[src/rtl/dma_sched_pkg.sv]
package dma_sched_pkg;

  typedef enum logic [2:0] {
    SM_IDLE,
    SM_WAIT,
    SM_RUN,
    SM_RELOAD,
    SM_RLDWAIT
  } smpState_t;

  typedef enum logic [1:0] {
    SP_IDLE,
    SP_WAIT,
    SP_RUN
  } sprState_t;

  // strobes from control to datapath counters
  typedef struct packed {
    logic smpStart;
    logic smpInc;
    logic rldClr;
    logic rldInc;
    logic sprClr;
    logic sprInc;
    logic dropArm;
  } ctlStrobe_t;

endpackage

[src/rtl/dma_sched_datapath.sv]
module dma_sched_datapath
  import dma_sched_pkg::*;
#(
  parameter int ADDR_W      = 16,
  parameter logic [ADDR_W-1:0] SPRITE_ADDR = 16'h4014,
  parameter logic [ADDR_W-1:0] ENABLE_ADDR = 16'h4015,
  parameter int BYTES       = 256,
  parameter int RELOAD_LEN  = 4,
  parameter int DROP_GAP    = 2,
  parameter int SMP_GAP     = 2
) (
  input  logic              clk,
  input  logic              rstN,
  input  ctlStrobe_t        stb,
  input  logic [ADDR_W-1:0] cpuAddr,
  output logic              put,
  output logic              sprHit,
  output logic              enHit,
  output logic              smpReady,
  output logic              rldLast,
  output logic              sprLast,
  output logic              dropNow
);

  localparam int SPR_CW  = (BYTES > 1) ? $clog2(BYTES) : 1;
  localparam int RLD_CW  = (RELOAD_LEN > 1) ? $clog2(RELOAD_LEN) : 1;
  localparam int DROP_CW = $clog2(DROP_GAP + 1);
  localparam int SMP_CW  = $clog2(SMP_GAP + 1);

  logic               putQ;
  logic [SMP_CW-1:0]  smpCnt;
  logic [RLD_CW-1:0]  rldCnt;
  logic [SPR_CW-1:0]  sprCnt;
  logic [DROP_CW-1:0] dropTmr;

  // get/put parity: first cycle out of reset is a get
  always_ff @(posedge clk or negedge rstN) begin
    if (!rstN) putQ <= 1'b0;
    else       putQ <= ~putQ;
  end
  assign put = putQ;

  assign sprHit = (cpuAddr == SPRITE_ADDR);
  assign enHit  = (cpuAddr == ENABLE_ADDR);

  // cycles elapsed since the sample halt, saturating at the gap
  always_ff @(posedge clk or negedge rstN) begin
    if (!rstN)                             smpCnt <= '0;
    else if (stb.smpStart)                 smpCnt <= SMP_CW'(1);
    else if (stb.smpInc && !smpReady)      smpCnt <= smpCnt + SMP_CW'(1);
  end
  assign smpReady = (smpCnt >= SMP_CW'(SMP_GAP));

  // position inside the spurious reload stall
  always_ff @(posedge clk or negedge rstN) begin
    if (!rstN)           rldCnt <= '0;
    else if (stb.rldClr) rldCnt <= '0;
    else if (stb.rldInc) rldCnt <= rldCnt + RLD_CW'(1);
  end
  assign rldLast = (rldCnt == RLD_CW'(RELOAD_LEN - 1));

  // bytes written by the sprite copy
  always_ff @(posedge clk or negedge rstN) begin
    if (!rstN)           sprCnt <= '0;
    else if (stb.sprClr) sprCnt <= '0;
    else if (stb.sprInc) sprCnt <= sprCnt + SPR_CW'(1);
  end
  assign sprLast = (sprCnt == SPR_CW'(BYTES - 1));

  // countdown to the single-cycle ready drop
  always_ff @(posedge clk or negedge rstN) begin
    if (!rstN)                 dropTmr <= '0;
    else if (stb.dropArm)      dropTmr <= DROP_CW'(DROP_GAP);
    else if (dropTmr != '0)    dropTmr <= dropTmr - DROP_CW'(1);
  end
  assign dropNow = (dropTmr == DROP_CW'(1));

endmodule

[src/rtl/dma_sched_ctrl.sv]
module dma_sched_ctrl
  import dma_sched_pkg::*;
(
  input  logic       clk,
  input  logic       rstN,
  input  logic       cpuWrite,
  input  logic       sampleReq,
  input  logic       put,
  input  logic       sprHit,
  input  logic       enHit,
  input  logic       smpReady,
  input  logic       rldLast,
  input  logic       sprLast,
  input  logic       dropNow,
  output ctlStrobe_t stb,
  output logic       cpuRdy,
  output logic       dmaOwn,
  output logic       sampleSlot,
  output logic       reloadSlot,
  output logic       spriteRdSlot,
  output logic       spriteWrSlot
);

  smpState_t smpQ, smpD;
  sprState_t sprQ, sprD;
  logic      isLoadQ, isLoadD;
  logic      haveQ, haveD;
  logic      sprBusy, stealSlot, smpPend, smpOwn, sprOwn, dropStall;

  always_ff @(posedge clk or negedge rstN) begin
    if (!rstN) begin
      smpQ    <= SM_IDLE;
      sprQ    <= SP_IDLE;
      isLoadQ <= 1'b0;
      haveQ   <= 1'b0;
    end else begin
      smpQ    <= smpD;
      sprQ    <= sprD;
      isLoadQ <= isLoadD;
      haveQ   <= haveD;
    end
  end

  assign sprBusy = (sprQ != SP_IDLE);
  assign smpPend = (smpQ == SM_WAIT) || (smpQ == SM_RLDWAIT);
  // a pending sample access replaces a sprite read on a get slot
  assign stealSlot = (sprQ == SP_RUN) && !put && smpPend;

  // sprite copy engine
  always_comb begin
    sprD         = sprQ;
    haveD        = haveQ;
    sprOwn       = 1'b0;
    spriteRdSlot = 1'b0;
    spriteWrSlot = 1'b0;
    stb.sprClr   = 1'b0;
    stb.sprInc   = 1'b0;
    unique case (sprQ)
      SP_IDLE: begin
        if (cpuWrite && sprHit) begin
          sprD       = SP_WAIT;
          stb.sprClr = 1'b1;
          haveD      = 1'b0;
        end
      end
      SP_WAIT: begin
        if (!cpuWrite) begin
          sprOwn = 1'b1;
          sprD   = SP_RUN;
        end
      end
      SP_RUN: begin
        sprOwn = 1'b1;
        if (!put) begin
          if (!stealSlot) begin
            spriteRdSlot = 1'b1;
            haveD        = 1'b1;
          end
        end else if (haveQ) begin
          spriteWrSlot = 1'b1;
          haveD        = 1'b0;
          stb.sprInc   = 1'b1;
          if (sprLast) sprD = SP_IDLE;
        end
      end
      default: sprD = SP_IDLE;
    endcase
  end

  // sample fetch engine with reload and drop side effects
  always_comb begin
    smpD        = smpQ;
    isLoadD     = isLoadQ;
    smpOwn      = 1'b0;
    sampleSlot  = 1'b0;
    reloadSlot  = 1'b0;
    stb.smpStart = 1'b0;
    stb.smpInc  = 1'b0;
    stb.rldClr  = 1'b0;
    stb.rldInc  = 1'b0;
    stb.dropArm = 1'b0;
    unique case (smpQ)
      SM_IDLE: begin
        if (sampleReq || (cpuWrite && enHit)) begin
          smpD    = SM_WAIT;
          isLoadD = cpuWrite && enHit;
        end
      end
      SM_WAIT: begin
        if (stealSlot) begin
          sampleSlot = 1'b1;
          smpD       = isLoadQ ? SM_RLDWAIT : SM_IDLE;
        end else if (!sprBusy && !cpuWrite) begin
          smpOwn       = 1'b1;
          stb.smpStart = 1'b1;
          smpD         = SM_RUN;
        end
      end
      SM_RUN: begin
        smpOwn     = 1'b1;
        stb.smpInc = 1'b1;
        if (smpReady && !put) begin
          sampleSlot = 1'b1;
          if (isLoadQ) begin
            smpD       = SM_RELOAD;
            stb.rldClr = 1'b1;
          end else begin
            smpD = SM_IDLE;
          end
        end
      end
      SM_RELOAD: begin
        smpOwn     = 1'b1;
        stb.rldInc = 1'b1;
        if (rldLast) begin
          reloadSlot  = 1'b1;
          stb.dropArm = 1'b1;
          smpD        = SM_IDLE;
        end
      end
      SM_RLDWAIT: begin
        if (stealSlot) begin
          reloadSlot  = 1'b1;
          stb.dropArm = 1'b1;
          smpD        = SM_IDLE;
        end
      end
      default: smpD = SM_IDLE;
    endcase
  end

  assign dropStall = dropNow && !cpuWrite && !sprBusy;
  assign cpuRdy    = !(sprBusy || (smpQ != SM_IDLE) || dropStall);
  assign dmaOwn    = sprOwn || smpOwn;

endmodule

[src/rtl/dma_cycle_sched.sv]
module dma_cycle_sched
  import dma_sched_pkg::*;
#(
  parameter int ADDR_W      = 16,
  parameter logic [ADDR_W-1:0] SPRITE_ADDR = 16'h4014,
  parameter logic [ADDR_W-1:0] ENABLE_ADDR = 16'h4015,
  parameter int BYTES       = 256,
  parameter int RELOAD_LEN  = 4,
  parameter int DROP_GAP    = 2,
  parameter int SMP_GAP     = 2
) (
  input  logic              clk,
  input  logic              rstN,
  input  logic [ADDR_W-1:0] cpuAddr,
  input  logic              cpuWrite,
  input  logic              sampleReq,
  output logic              cpuRdy,
  output logic              dmaOwn,
  output logic              putCycle,
  output logic              sampleSlot,
  output logic              reloadSlot,
  output logic              spriteRdSlot,
  output logic              spriteWrSlot
);

  ctlStrobe_t stb;
  logic put, sprHit, enHit, smpReady, rldLast, sprLast, dropNow;

  dma_sched_datapath #(
    .ADDR_W(ADDR_W), .SPRITE_ADDR(SPRITE_ADDR), .ENABLE_ADDR(ENABLE_ADDR),
    .BYTES(BYTES), .RELOAD_LEN(RELOAD_LEN), .DROP_GAP(DROP_GAP), .SMP_GAP(SMP_GAP)
  ) u_dp (
    .clk(clk), .rstN(rstN), .stb(stb), .cpuAddr(cpuAddr),
    .put(put), .sprHit(sprHit), .enHit(enHit), .smpReady(smpReady),
    .rldLast(rldLast), .sprLast(sprLast), .dropNow(dropNow)
  );

  dma_sched_ctrl u_ctl (
    .clk(clk), .rstN(rstN), .cpuWrite(cpuWrite), .sampleReq(sampleReq),
    .put(put), .sprHit(sprHit), .enHit(enHit), .smpReady(smpReady),
    .rldLast(rldLast), .sprLast(sprLast), .dropNow(dropNow), .stb(stb),
    .cpuRdy(cpuRdy), .dmaOwn(dmaOwn), .sampleSlot(sampleSlot),
    .reloadSlot(reloadSlot), .spriteRdSlot(spriteRdSlot),
    .spriteWrSlot(spriteWrSlot)
  );

  assign putCycle = put;

endmodule

[config.mk]
export PLATFORM = sky130hd
export DESIGN_NAME = dma_cycle_sched
export DESIGN_NICKNAME = d
export VERILOG_FILES = /design/src/rtl/dma_sched_pkg.sv /design/src/rtl/dma_sched_datapath.sv /design/src/rtl/dma_sched_ctrl.sv /design/src/rtl/dma_cycle_sched.sv
export SDC_FILE = /design/constraint.sdc
export NUM_CORES = 1
export LEC_CHECK = 0
export BUFFER_PORTS_ARGS = -buffer_cell sky130_fd_sc_hd__buf_2
export CORE_ASPECT_RATIO = 0.6
export CORE_UTILIZATION = 59
export CTS_CLUSTER_SIZE = 14
export DETAILED_ROUTE_END_ITERATION = 7
export PLACE_DENSITY = 0.84
export SETUP_SLACK_MARGIN = 0.5
export SLEW_MARGIN = 20
export SYNTH_ARGS = -nofsm -noshare
export SYNTH_HDL_FRONTEND = slang
export SYNTH_SLANG_ARGS = --single-unit
[constraint.sdc]
create_clock -name clk -period 3 [get_ports clk]
set_input_delay 0.6 -clock clk [delete_from_list [all_inputs] [get_ports clk]]
set_output_delay 0.6 -clock clk [all_outputs]
set_load 0.01 [all_outputs]
Word-level counts from Yosys, hierarchy flattened
Cells that the tools add are included.

Logic and storage cells: 121. Register bits: 22. Output and inout bits: 7. Bits of input ports: 20.

Equality and inequality tests: 22. Reduce and logical (&&, ||, !) cells: 34. Bitwise logic cells: 1. $lt $le $gt $ge: 1. Multiplexer cells: 50. Add/sub/neg operators: 4.

Operators by type and width (count): $eq 16x15->1 const B (2); $mux 2 (13); $mux 1 (21); $mux 3 (7); $mux 8 (2); $pmux 3 s5 (1); $reduce_bool 2->1 (7); $ne 2x1->1 const B (5); $pmux 1 s2 (5); $reduce_and 5->1 (2); $logic_and 1x1->1 (9); $add 8x1->8 const B (1); $eq 8x8->1 const B (1); $ne 2x2->1 const B (4); $eq 3x2->1 const B (2); $pmux 2 s3 (1); $logic_not 1->1 (5); $logic_or 1x1->1 (5); $add 2x1->2 const B (2); $eq 2x1->1 const B (2); $eq 2x2->1 const B (2); $eq 3x1->1 const B (1); $eq 3x3->1 const B (1); $logic_not 3->1 (1); other kinds (10) (10).

Longest topological paths before layout
Gate-level depths: netlist of the first run.

Word-level depth: 7. Depth in mapped cells: 7. Gate-level depth less buffers: 7.

Modules after synthesis
A second synthesis of the first run with hierarchy kept.

Cell total of the unflattened synthesis: 159. Area total of the unflattened synthesis: 1476.4 um2.

By module, submodules not included: dma_sched_datapath (area an instance 812.0 um2, sequential area each 375.4 um2, cells each 82, times used 1); dma_sched_ctrl (area an instance 664.4 um2, sequential area each 175.2 um2, cells each 77, times used 1).

Least setup slack after synthesis of the first run
No wires, ideal clock.

Kind: register to output. Start point: reg u_ctl.sprQ[0]. End point: out dmaOwn. Path buffers: 1. Required time: 2.400 ns. Stages on the path, launching flop included: 8. Slack: 0.939 ns. Data arrival time: 1.461 ns. Cells stage by stage: dfrtp_1 -> inv_1 -> ha_1 -> nor2b_1 -> clkbuf_2 -> nor3b_1 -> nand2b_1 -> nand3_1.

Longest elaborated chain between the ends: 7. Elaborated cells on any way between the ends: 12. Those cells by class: eq/ne (2); mux (4); reduce/logical (6).

RTL lines: from (decl) (line dma_sched_ctrl.sv:25) `sprState_t sprQ, sprD;`; from (signal assigned) (line dma_sched_ctrl.sv:38) `sprQ <= sprD;`; $reduce_bool 2->1 (line dma_sched_ctrl.sv:44) `assign sprBusy = (sprQ != SP_IDLE);`; $logic_not 1->1 (line dma_sched_ctrl.sv:113) `end else if (!sprBusy && !cpuWrite) begin`; $logic_and 1x1->1 (line dma_sched_ctrl.sv:113); $mux 1 (line dma_sched_ctrl.sv:113); $mux 1 (line dma_sched_ctrl.sv:110) `if (stealSlot) begin`; $pmux 1 s2 (line dma_sched_ctrl.sv:102) `unique case (smpQ)`; $logic_or 1x1->1 (*) (line dma_sched_ctrl.sv:154) `assign dmaOwn = sprOwn || smpOwn;`; to (decl) (line dma_cycle_sched.sv:18) `output logic dmaOwn,`.

Mark *: on every way between the ends. The rest lies on a longest branch, timed or not.

Final worst setup path of the first run
Start point: reg u_ctl.sprQ[1]. End point: out dmaOwn.

The elaborated chain is that of the path after synthesis.

==> results.cfg, run 1 <==
[power_and_ir_drop]
power_density_nw_per_um2 = 905
p_leak_nw = 0.760
finalPower_mw = 1.56
vdd_drop_max_uv = 410

[cts]
cts-root-buf = clkbuf_8
clk_pin_slew_ns = 0.08
clk_latency_ns = 0.27
cts_buffers = 3
hold_buffers = 0
cts_buffer_depth = 2
cts_max_level = 1
tritoncts = built
clock_sinks = 22

[logic_synthesis]
yosys-top-cells-count = dfrtp_1 (22), nand2_1 (13), nand3_1 (12), nor2_1 (11)
synth_fp_nets = 191
post-synth-top-count-cell = dfrtp_1
yosys_warnings = 0
yosysTopAreaCell = dfrtp_1
synth_ff_type = dfrtp_1
syn_area_sq_um = 1490
synth.top_cell.area_share_pct = 36.9
synthDistinctLibCells = 40
syn_avg_cell_area_sq_um = 9.26
syn_inst = 161
synth-edff-count = 0
ys_seq_elements = 22
synth_area_leaders = dfrtp_1 (37%), ha_1 (8.4%), nand3_1 (4.0%)
yosysSeqAreaShare_pct = 36.9
synthArstFlopShare_pct = 100

[timing]
finalHoldViolCount = 0
relSlewSlack_pct = 66.6
drv_slew = 0
timing.hold.ws_ns = 0.286
rsz0062_at_grt = false
max_freq_ghz = 0.421
finalSetupViolCount = 0
fin_crit_sh_pct = 79.2
period_needed_ns = 2.38
finalSetupTns_ns = 0
finClkSkew_ns = 0.00121
tightest_slew_ns = 0.501
fin_ws_ns = 0.623

[setup_path]
cp_slowest_cell = dfrtp_1
slowest_delay_ns = 0.42
r2r_slack_ns = 1.25
worstPathArrival_ns = 1.78
crit_type = reg -> out
timing.rr.end = u_dp.sprCnt[6]
cp_num_buf_inv = 2
r2r_start = u_ctl.sprQ[0]
critPathCapture = dmaOwn
rr_worst_depth = 7
crit_start = u_ctl.sprQ[1]
cp_max_fo = 6
required_ns = 2.40
cp-start-kind = register
endpoint_kind = output port
path_depth = 6
cp_cell_sequence = inv_1 -> ha_2 -> or2b_1 -> nand2b_1 -> nand3_1 -> buf_2
critical-path-top-delay-family = simple AND/OR/NAND/NOR gates

[layout]
area_delta_synth_final_pct = 15.9
drive_gt1_share_pct = 24.5
final_util_pct = 75.9
layout.nets = 219
n_antenna_cell = 0

[run_status]
status = finished, final reports clean

[die]
start_util_pct = 65.5
dieArea_sq_um = 2740
num_rows = 13
core_sq_um = 2280
io_pins = 27
die_w_microns = 66.9
dieHeight_microns = 40.9

[drt]
drc_errors = 0
num_vias = 1319
drt_iter0_drc = 75
wire_per_inst_microns = 15.7
firstDrtPassIters = 4
drt-total-wl_mm = 3.42
viasPerCell = 6.05
ant_nets = 0

[global_routing]
antenna_found_initial = 0
grt_pass1_vias = 1165
grt_max_degree = 23
grt_usage_pct = 27.7
grt_pass1_wl_mm = 5.28
gr-total-overflow = 0

[place]
placement.io_buffers = 26
gp_congestion = 0.822
dp_hpwl_mm = 2.57
dp_slack_ns = 0.662

[hold_path]
hp-class = in -> async

[job]
drv_cap = 0
## repair_timing
item	in CTS	in global routing
resized for setup	3	3
setup buffers	0	1
endpoints found under the setup margin	2	1
## cell type report
type	instances	area, sq um
clock inverters	1	30.0
clock buffers	3	41.3
well taps	30	37.5
flip-flops and latches	22	552
multi-input cells	125	893
repair buffers	27	138
inverters	10	37.5
fillers	153	548
## sequential cells by signal, summed over array words and instances (netlist names)
| signal | flops |
|---|---|
| u_ctl.haveQ | 1 |
| u_ctl.isLoadQ | 1 |
| u_dp.dropTmr | 2 |
| u_dp.put | 1 |
| u_dp.sprCnt | 8 |
| u_ctl.smpQ | 3 |
| u_dp.rldCnt | 2 |
| u_ctl.sprQ | 2 |
| u_dp.smpCnt | 2 |
## cells in the final DEF, fill, tap and decap left out, drive strengths merged, types with 2 or more instances in the layout
cell type / n
buf: 27
dfrtp: 22
nand2: 13
nand3: 13
nor2: 11
inv: 10
ha: 10
o21ai: 9
a21oi: 6
xnor2: 6
nor2b: 6
o211ai: 5
nor3: 5
nand2b: 4
nand4: 4
xor2: 4
nor4: 4
nand3b: 3
clkbuf: 3
and3: 3
o21a: 2
and4bb: 2
nor3b: 2
## through the flow
step	instance area, sq um	instances
CTS	1720	217
finish	1730	218
floorplan	1490	161
global route	1730	218
global placement	1630	213
detailed placement	1630	213
## metal layers
| metal | vias up | GRT usage, % | wire (microns) |
|---|---|---|---|
| met4 | 0 | 10.6 | 32 |
| met5 | - | 0 | 0 |
| met3 | 7 | 5.28 | 309 |
| met2 | 60 | 46.0 | 1570 |
| met1 | 632 | 37.0 | 1500 |
| li1 | 620 | - | - |
## worst min path at each step
stage / cells after the start / startpoint / to / slack, ns
floorplan: 0 / rstN / u_ctl.haveQ / 0.30
global placement: 1 / u_dp.rldCnt[0] / u_dp.rldCnt[0] / 0.48
detailed placement: 1 / u_dp.rldCnt[0] / u_dp.rldCnt[0] / 0.51
CTS: 1 / rstN / u_ctl.smpQ[2] / 0.31
global route: 1 / rstN / u_ctl.haveQ / 0.32
finish: 1 / rstN / u_ctl.smpQ[2] / 0.29
## report_power, final
group          leakage, nW  switching (mW)  internal (mW)
Sequential           0.252           0.154          0.422
Clock               0.0357           0.100          0.178
Combinational        0.472           0.385          0.324
## worst reg2reg max path, cell delays in order, from the launching register on
cell and delay, ns:
dfrtp_2 0.44, inv_1 0.12, ha_2 0.24, nand3_1 0.20, inv_1 0.25, nand4_1 0.15, xor2_1 0.17, nor2_1 0.05
## kinds of logic after synthesis
kind of cell    Yosys count  share of synthesized area (%)
mux                       1                          0.755
simple gates             73                           29.7
compound gates           31                           14.0
fa+ha+maj                10                           8.39
xor+xnor                 10                           5.87
flops                    22                           36.9
buf+inv                  14                           4.36
(Power assumes the default switching activity.)
==> inputs of run 2 (changes only) <==
--- a/config.mk
+++ b/config.mk
@@ -7,10 +7,10 @@
 export LEC_CHECK = 0
 export BUFFER_PORTS_ARGS = -buffer_cell sky130_fd_sc_hd__buf_2
 export CORE_ASPECT_RATIO = 0.6
-export CORE_UTILIZATION = 59
+export CORE_UTILIZATION = 55
 export CTS_CLUSTER_SIZE = 14
 export DETAILED_ROUTE_END_ITERATION = 7
-export PLACE_DENSITY = 0.84
+export PLACE_DENSITY = 0.79
 export SETUP_SLACK_MARGIN = 0.5
 export SLEW_MARGIN = 20
 export SYNTH_ARGS = -nofsm -noshare
==> constraint.sdc (replaced) <==
create_clock -name clk -period 2.5 [get_ports clk]
set_input_delay 0.5 -clock clk [delete_from_list [all_inputs] [get_ports clk]]
set_output_delay 0.5 -clock clk [all_outputs]
set_load 0.01 [all_outputs]
==> results.cfg, run 2 (same netlist as run 1, synthesis figures left out) <==
[setup_path]
critical-path-top-delay-family = buffers and inverters
worstPathArrival_ns = 1.69
required_ns = 2.00
cp_cell_sequence = inv_2 -> ha_4 -> nor2b_4 -> buf_6 -> buf_4 -> nand2_1 -> a21oi_2 -> buf_2
slowest_delay_ns = 0.41
cp_slowest_cell = dfrtp_1
endpoint_kind = output port
cp_num_buf_inv = 4
crit_type = reg -> out
cp-start-kind = register
cp_max_fo = 5
path_depth = 8
rr_worst_depth = 13

[die]
start_util_pct = 58.7
die_w_microns = 69.2
dieArea_sq_um = 2930
num_rows = 14
io_pins = 27
core_sq_um = 2540
dieHeight_microns = 42.3

[cts]
clk_latency_ns = 0.27
clk_pin_slew_ns = 0.09
cts_max_level = 1
cts-root-buf = clkbuf_8
cts_buffers = 3
tritoncts = built
clock_sinks = 22
cts_buffer_depth = 2

[power_and_ir_drop]
p_seq_share_pct = 32.6
vdd_drop_max_uv = 625
combPwrFrac_pct = 51.1
internal_power_mw = 1.22
power.net_switching_mw = 0.868
p_sw_share_pct = 41.5
power_density_nw_per_um2 = 1070
p_leak_nw = 0.864
finalPower_mw = 2.09
clkPwrFrac_pct = 16.3

[timing]
rsz0062_at_grt = true
tightest_slew_ns = 0.514
finClkSkew_ns = 0.00158
max_freq_ghz = 0.456
finalSetupViolCount = 0
period_needed_ns = 2.19
relSlewSlack_pct = 65.7
fin_crit_sh_pct = 87.7
finalSetupTns_ns = 0
drv_slew = 0
finalHoldViolCount = 0

[layout]
largest_register_ffs = 8
top_regs = u_dp.sprCnt: 8 flops, u_ctl.smpQ: 3 flops
seq_area_sq_um = 553
final_common_cell = buf_2
drive_gt1_share_pct = 36.2
mostFrequentLayoutCells = buf_2 (24), dfrtp_1 (20), buf_4 (19)
n_antenna_cell = 0
fillerInstances = 159
area_delta_synth_final_pct = 31.0
layout.nets = 238
multi_input_area_sq_um = 953
regMostFlops = u_dp.sprCnt

[place]
placement.io_buffers = 26
dp_hpwl_mm = 2.49
gp_congestion = 0.849

[global_routing]
grt_pass1_vias = 1377
grt_max_degree = 23
grt_usage_pct = 27.9
gr-total-overflow = 0
antenna_found_initial = 0
grt_pass1_wl_mm = 6.31

[job]
drv_cap = 0

[run_status]
status = finished, final reports clean

[drt]
wire_per_inst_microns = 17.7
drc_errors = 0
num_vias = 1495
firstDrtPassIters = 5
drt_iter0_drc = 142
drt-total-wl_mm = 4.24
viasPerCell = 6.26
ant_nets = 0

[hold_path]
hp-class = in -> async
run 2: changes by cell type in the layout (fill, tap and decap cells not counted), moves of 2 or more:
cell and delta:
buf_4 +18, buf_6 +3, inv_1 -3, buf_2 -2
ha_2 -2, ha_4 +2, inv_2 +2
run 2: power by group through the flow:
stage	clock (mW)	combinational, mW	sequential, mW
finish	0.341	1.07	0.681
global route	0.357	1.15	0.698
CTS	0.337	0.953	0.662
detailed placement	0	0.854	0.661
global placement	0	0.799	0.651
floorplan	0	0.672	0.616
run 2: layout make-up:
class,count,area share [%]
multi-input cells,125,48.8
repair buffers,46,15.2
clock buffers,3,2.11
clock inverters,1,1.54
flip-flops and latches,22,28.3
well taps,32,2.05
inverters,10,2.05
run 2: layer usage:
layer	wire length, microns	track usage [%]	share of wire, %	vias up
met5	0	0	0	-
met4	125	8.16	3.0	0
met3	394	6.73	9.3	18
met2	1980	46.6	47	112
met1	1740	36.5	41	697
li1	-	-	-	668
run 2: worst paths after layout:
path / to / slack [ns] / start
min in group clk: u_dp.rldCnt[0] / 0.51 / u_dp.rldCnt[0]
max: sampleSlot / 0.31 / u_ctl.sprQ[0]
min: u_dp.sprCnt[4] / 0.19 / rstN
max reg2reg: u_dp.dropTmr[0] / 0.46 / u_ctl.sprQ[1]
max in group asynchronous: u_ctl.sprQ[1] / 1.93 / rstN
min reg2reg: u_dp.rldCnt[0] / 0.51 / u_dp.rldCnt[0]
run 2: timing repair:
| action | CTS | global route |
|---|---|---|
| pin swaps | 3 | 4 |
| setup buffers | 13 | 5 |
| gates resized for setup | 10 | 15 |
| hold buffers | 0 | 0 |
| endpoints found under the setup margin | 6 | 7 |
run 2: through the flow:
step                instances  area, sq um  worst slack, ns  utilization [%]  hold slack [ns]
floorplan                 161         1490            0.539                -            0.204
global placement          217         1650            0.374             64.9            0.486
detailed placement        217         1650            0.326             64.9            0.499
CTS                       234         1850            0.325             73.0            0.207
global route              239         1950            0.260             76.9            0.225
finish                    239         1950            0.307             76.9            0.192
==> inputs of run 3 (changes only) <==
--- a/config.mk
+++ b/config.mk
@@ -6,11 +6,13 @@
 export NUM_CORES = 1
 export LEC_CHECK = 0
 export BUFFER_PORTS_ARGS = -buffer_cell sky130_fd_sc_hd__buf_2
+export CELL_PAD_IN_SITES_DETAIL_PLACEMENT = 1
+export CELL_PAD_IN_SITES_GLOBAL_PLACEMENT = 2
 export CORE_ASPECT_RATIO = 0.6
-export CORE_UTILIZATION = 55
+export CORE_UTILIZATION = 34
 export CTS_CLUSTER_SIZE = 14
 export DETAILED_ROUTE_END_ITERATION = 7
-export PLACE_DENSITY = 0.79
+export PLACE_DENSITY_LB_ADDON = 0.1
 export SETUP_SLACK_MARGIN = 0.5
 export SLEW_MARGIN = 20
 export SYNTH_ARGS = -nofsm -noshare
==> results.cfg, run 3 (same netlist as run 1, synthesis figures left out) <==
[timing]
timing.hold.ws_ns = 0.198
fin_crit_sh_pct = 83.3
finClkSkew_ns = 0.00684
period_needed_ns = 2.08
finalSetupTns_ns = 0
max_freq_ghz = 0.480
relSlewSlack_pct = 64.0
drv_slew = 0
rsz0062_at_grt = true
finalSetupViolCount = 0
tightest_slew_ns = 0.541
finalHoldViolCount = 0

[die]
dieArea_sq_um = 4660
io_pins = 27
core_sq_um = 4170
start_util_pct = 35.8
num_rows = 18
die_w_microns = 87.5
dieHeight_microns = 53.3

[global_routing]
antenna_found_initial = 0
grt_max_degree = 23
global_route.usage.met3_pct = 4.21
grt_pass1_vias = 1358
gr-usage-met1_pct = 28.6
grt_usage_pct = 19.9
gr-total-overflow = 0
use_met2_pct = 31.5
gr-max-usage-layer = met2
grt_pass1_wl_mm = 6.84

[layout]
drive_gt1_share_pct = 37.0
area_delta_synth_final_pct = 32.2
layout.nets = 231
final_common_cell = buf_2
top_regs = u_dp.sprCnt: 8 flops, u_ctl.smpQ: 3 flops
regMostFlops = u_dp.sprCnt
mostFrequentLayoutCells = buf_2 (24), dfrtp_1 (19), nor2_1 (11), nand2_1 (11), buf_4 (11)
fillerInstances = 483
largest_register_ffs = 8
n_antenna_cell = 0

[power_and_ir_drop]
power.net_switching_mw = 0.879
internal_power_mw = 1.27
clkPwrFrac_pct = 16.0
p_seq_share_pct = 31.3
p_leak_nw = 0.840
power_density_nw_per_um2 = 1090
combPwrFrac_pct = 52.8
p_sw_share_pct = 40.9
vdd_drop_max_uv = 358

[cts]
cts_buffer_depth = 2
cts-root-buf = clkbuf_8
tritoncts = built
hold_buffers = 0
clock_sinks = 22
clk_pin_slew_ns = 0.09
cts_buffers = 3
clk_latency_ns = 0.27
cts_max_level = 1

[job]
drv_cap = 0

[setup_path]
crit_type = reg -> out
cp_max_fo = 2
r2r_slack_ns = 0.92
cp_num_buf_inv = 3
critical-path-top-delay-family = simple AND/OR/NAND/NOR gates
cp_slowest_cell = dfrtp_1
endpoint_kind = output port
cp-start-kind = register
cp_cell_sequence = inv_2 -> buf_12 -> ha_4 -> or2b_1 -> nand2b_4 -> nand3_2 -> buf_6
required_ns = 2.00
worstPathArrival_ns = 1.58
slowest_delay_ns = 0.40

[drt]
viasPerCell = 5.26
ant_nets = 0
wire_per_inst_microns = 16.3
drt_iter0_drc = 56
firstDrtPassIters = 4
num_vias = 1367
drc_errors = 0
drt-total-wl_mm = 4.24

[place]
gp_congestion = 0.865
dp_hpwl_mm = 3.05
placement.io_buffers = 26

[run_status]
status = finished, final reports clean

[hold_path]
hp-class = in -> async
[run 3: per-layer routing]
metal / vias to the layer above / routed length [microns]
li1: 650 / -
met1: 684 / 2200
met2: 31 / 1890
met3: 2 / 132
met4: 0 / 14
met5: - / 0
[run 3: worst paths after layout]
kind / end / cells after the start / startpoint
min reg2reg: u_dp.rldCnt[0] / 1 / u_dp.rldCnt[0]
max reg2reg: u_dp.smpCnt[1] / 8 / u_ctl.sprQ[0]
max: dmaOwn / 7 / u_ctl.sprQ[0]
min: u_dp.sprCnt[0] / 1 / rstN
max in group asynchronous: u_ctl.sprQ[1] / 1 / rstN
min in group clk: u_dp.rldCnt[0] / 1 / u_dp.rldCnt[0]
[run 3: power groups by stage]
| stage | clock, mW | sequential [mW] | combinational [mW] |
|---|---|---|---|
| finish | 0.343 | 0.673 | 1.14 |
| global route | 0.361 | 0.692 | 1.26 |
| CTS | 0.351 | 0.667 | 1.07 |
| detailed placement | 0 | 0.667 | 0.878 |
| global placement | 0 | 0.654 | 0.831 |
| floorplan | 0 | 0.616 | 0.672 |
[run 3: area by class of cell]
class | instances | area [sq um] | share of cell area, %
Tap cell | 60 | 75.1 | 3.81
Multi-Input combinational cell | 125 | 977 | 49.6
Clock buffer | 3 | 41.3 | 2.09
Inverter | 10 | 37.5 | 1.90
Sequential cell | 22 | 554 | 28.1
Clock inverter | 1 | 30.0 | 1.52
Timing Repair Buffer | 39 | 256 | 13.0
[run 3: timing repair]
action                                  in CTS  in global routing
gates resized for setup                     24                  7
pin swaps                                    3                  3
cloned                                       0                  0
endpoints found under the setup margin       6                  5
buffers inserted                             8                  3
[run 3: stage by stage]
stage          util [%]  setup WS [ns]  std cells  instance area, sq um  power (mW)
2_1_floorplan         -          0.539        161                  1490        1.29
3_3_place_gp       40.4          0.486        245                  1680        1.48
3_5_place_dp       40.4          0.453        245                  1680        1.54
4_1_cts            46.1          0.418        257                  1920        2.09
5_1_grt            47.3          0.340        260                  1970        2.32
6_report           47.3          0.417        260                  1970        2.15
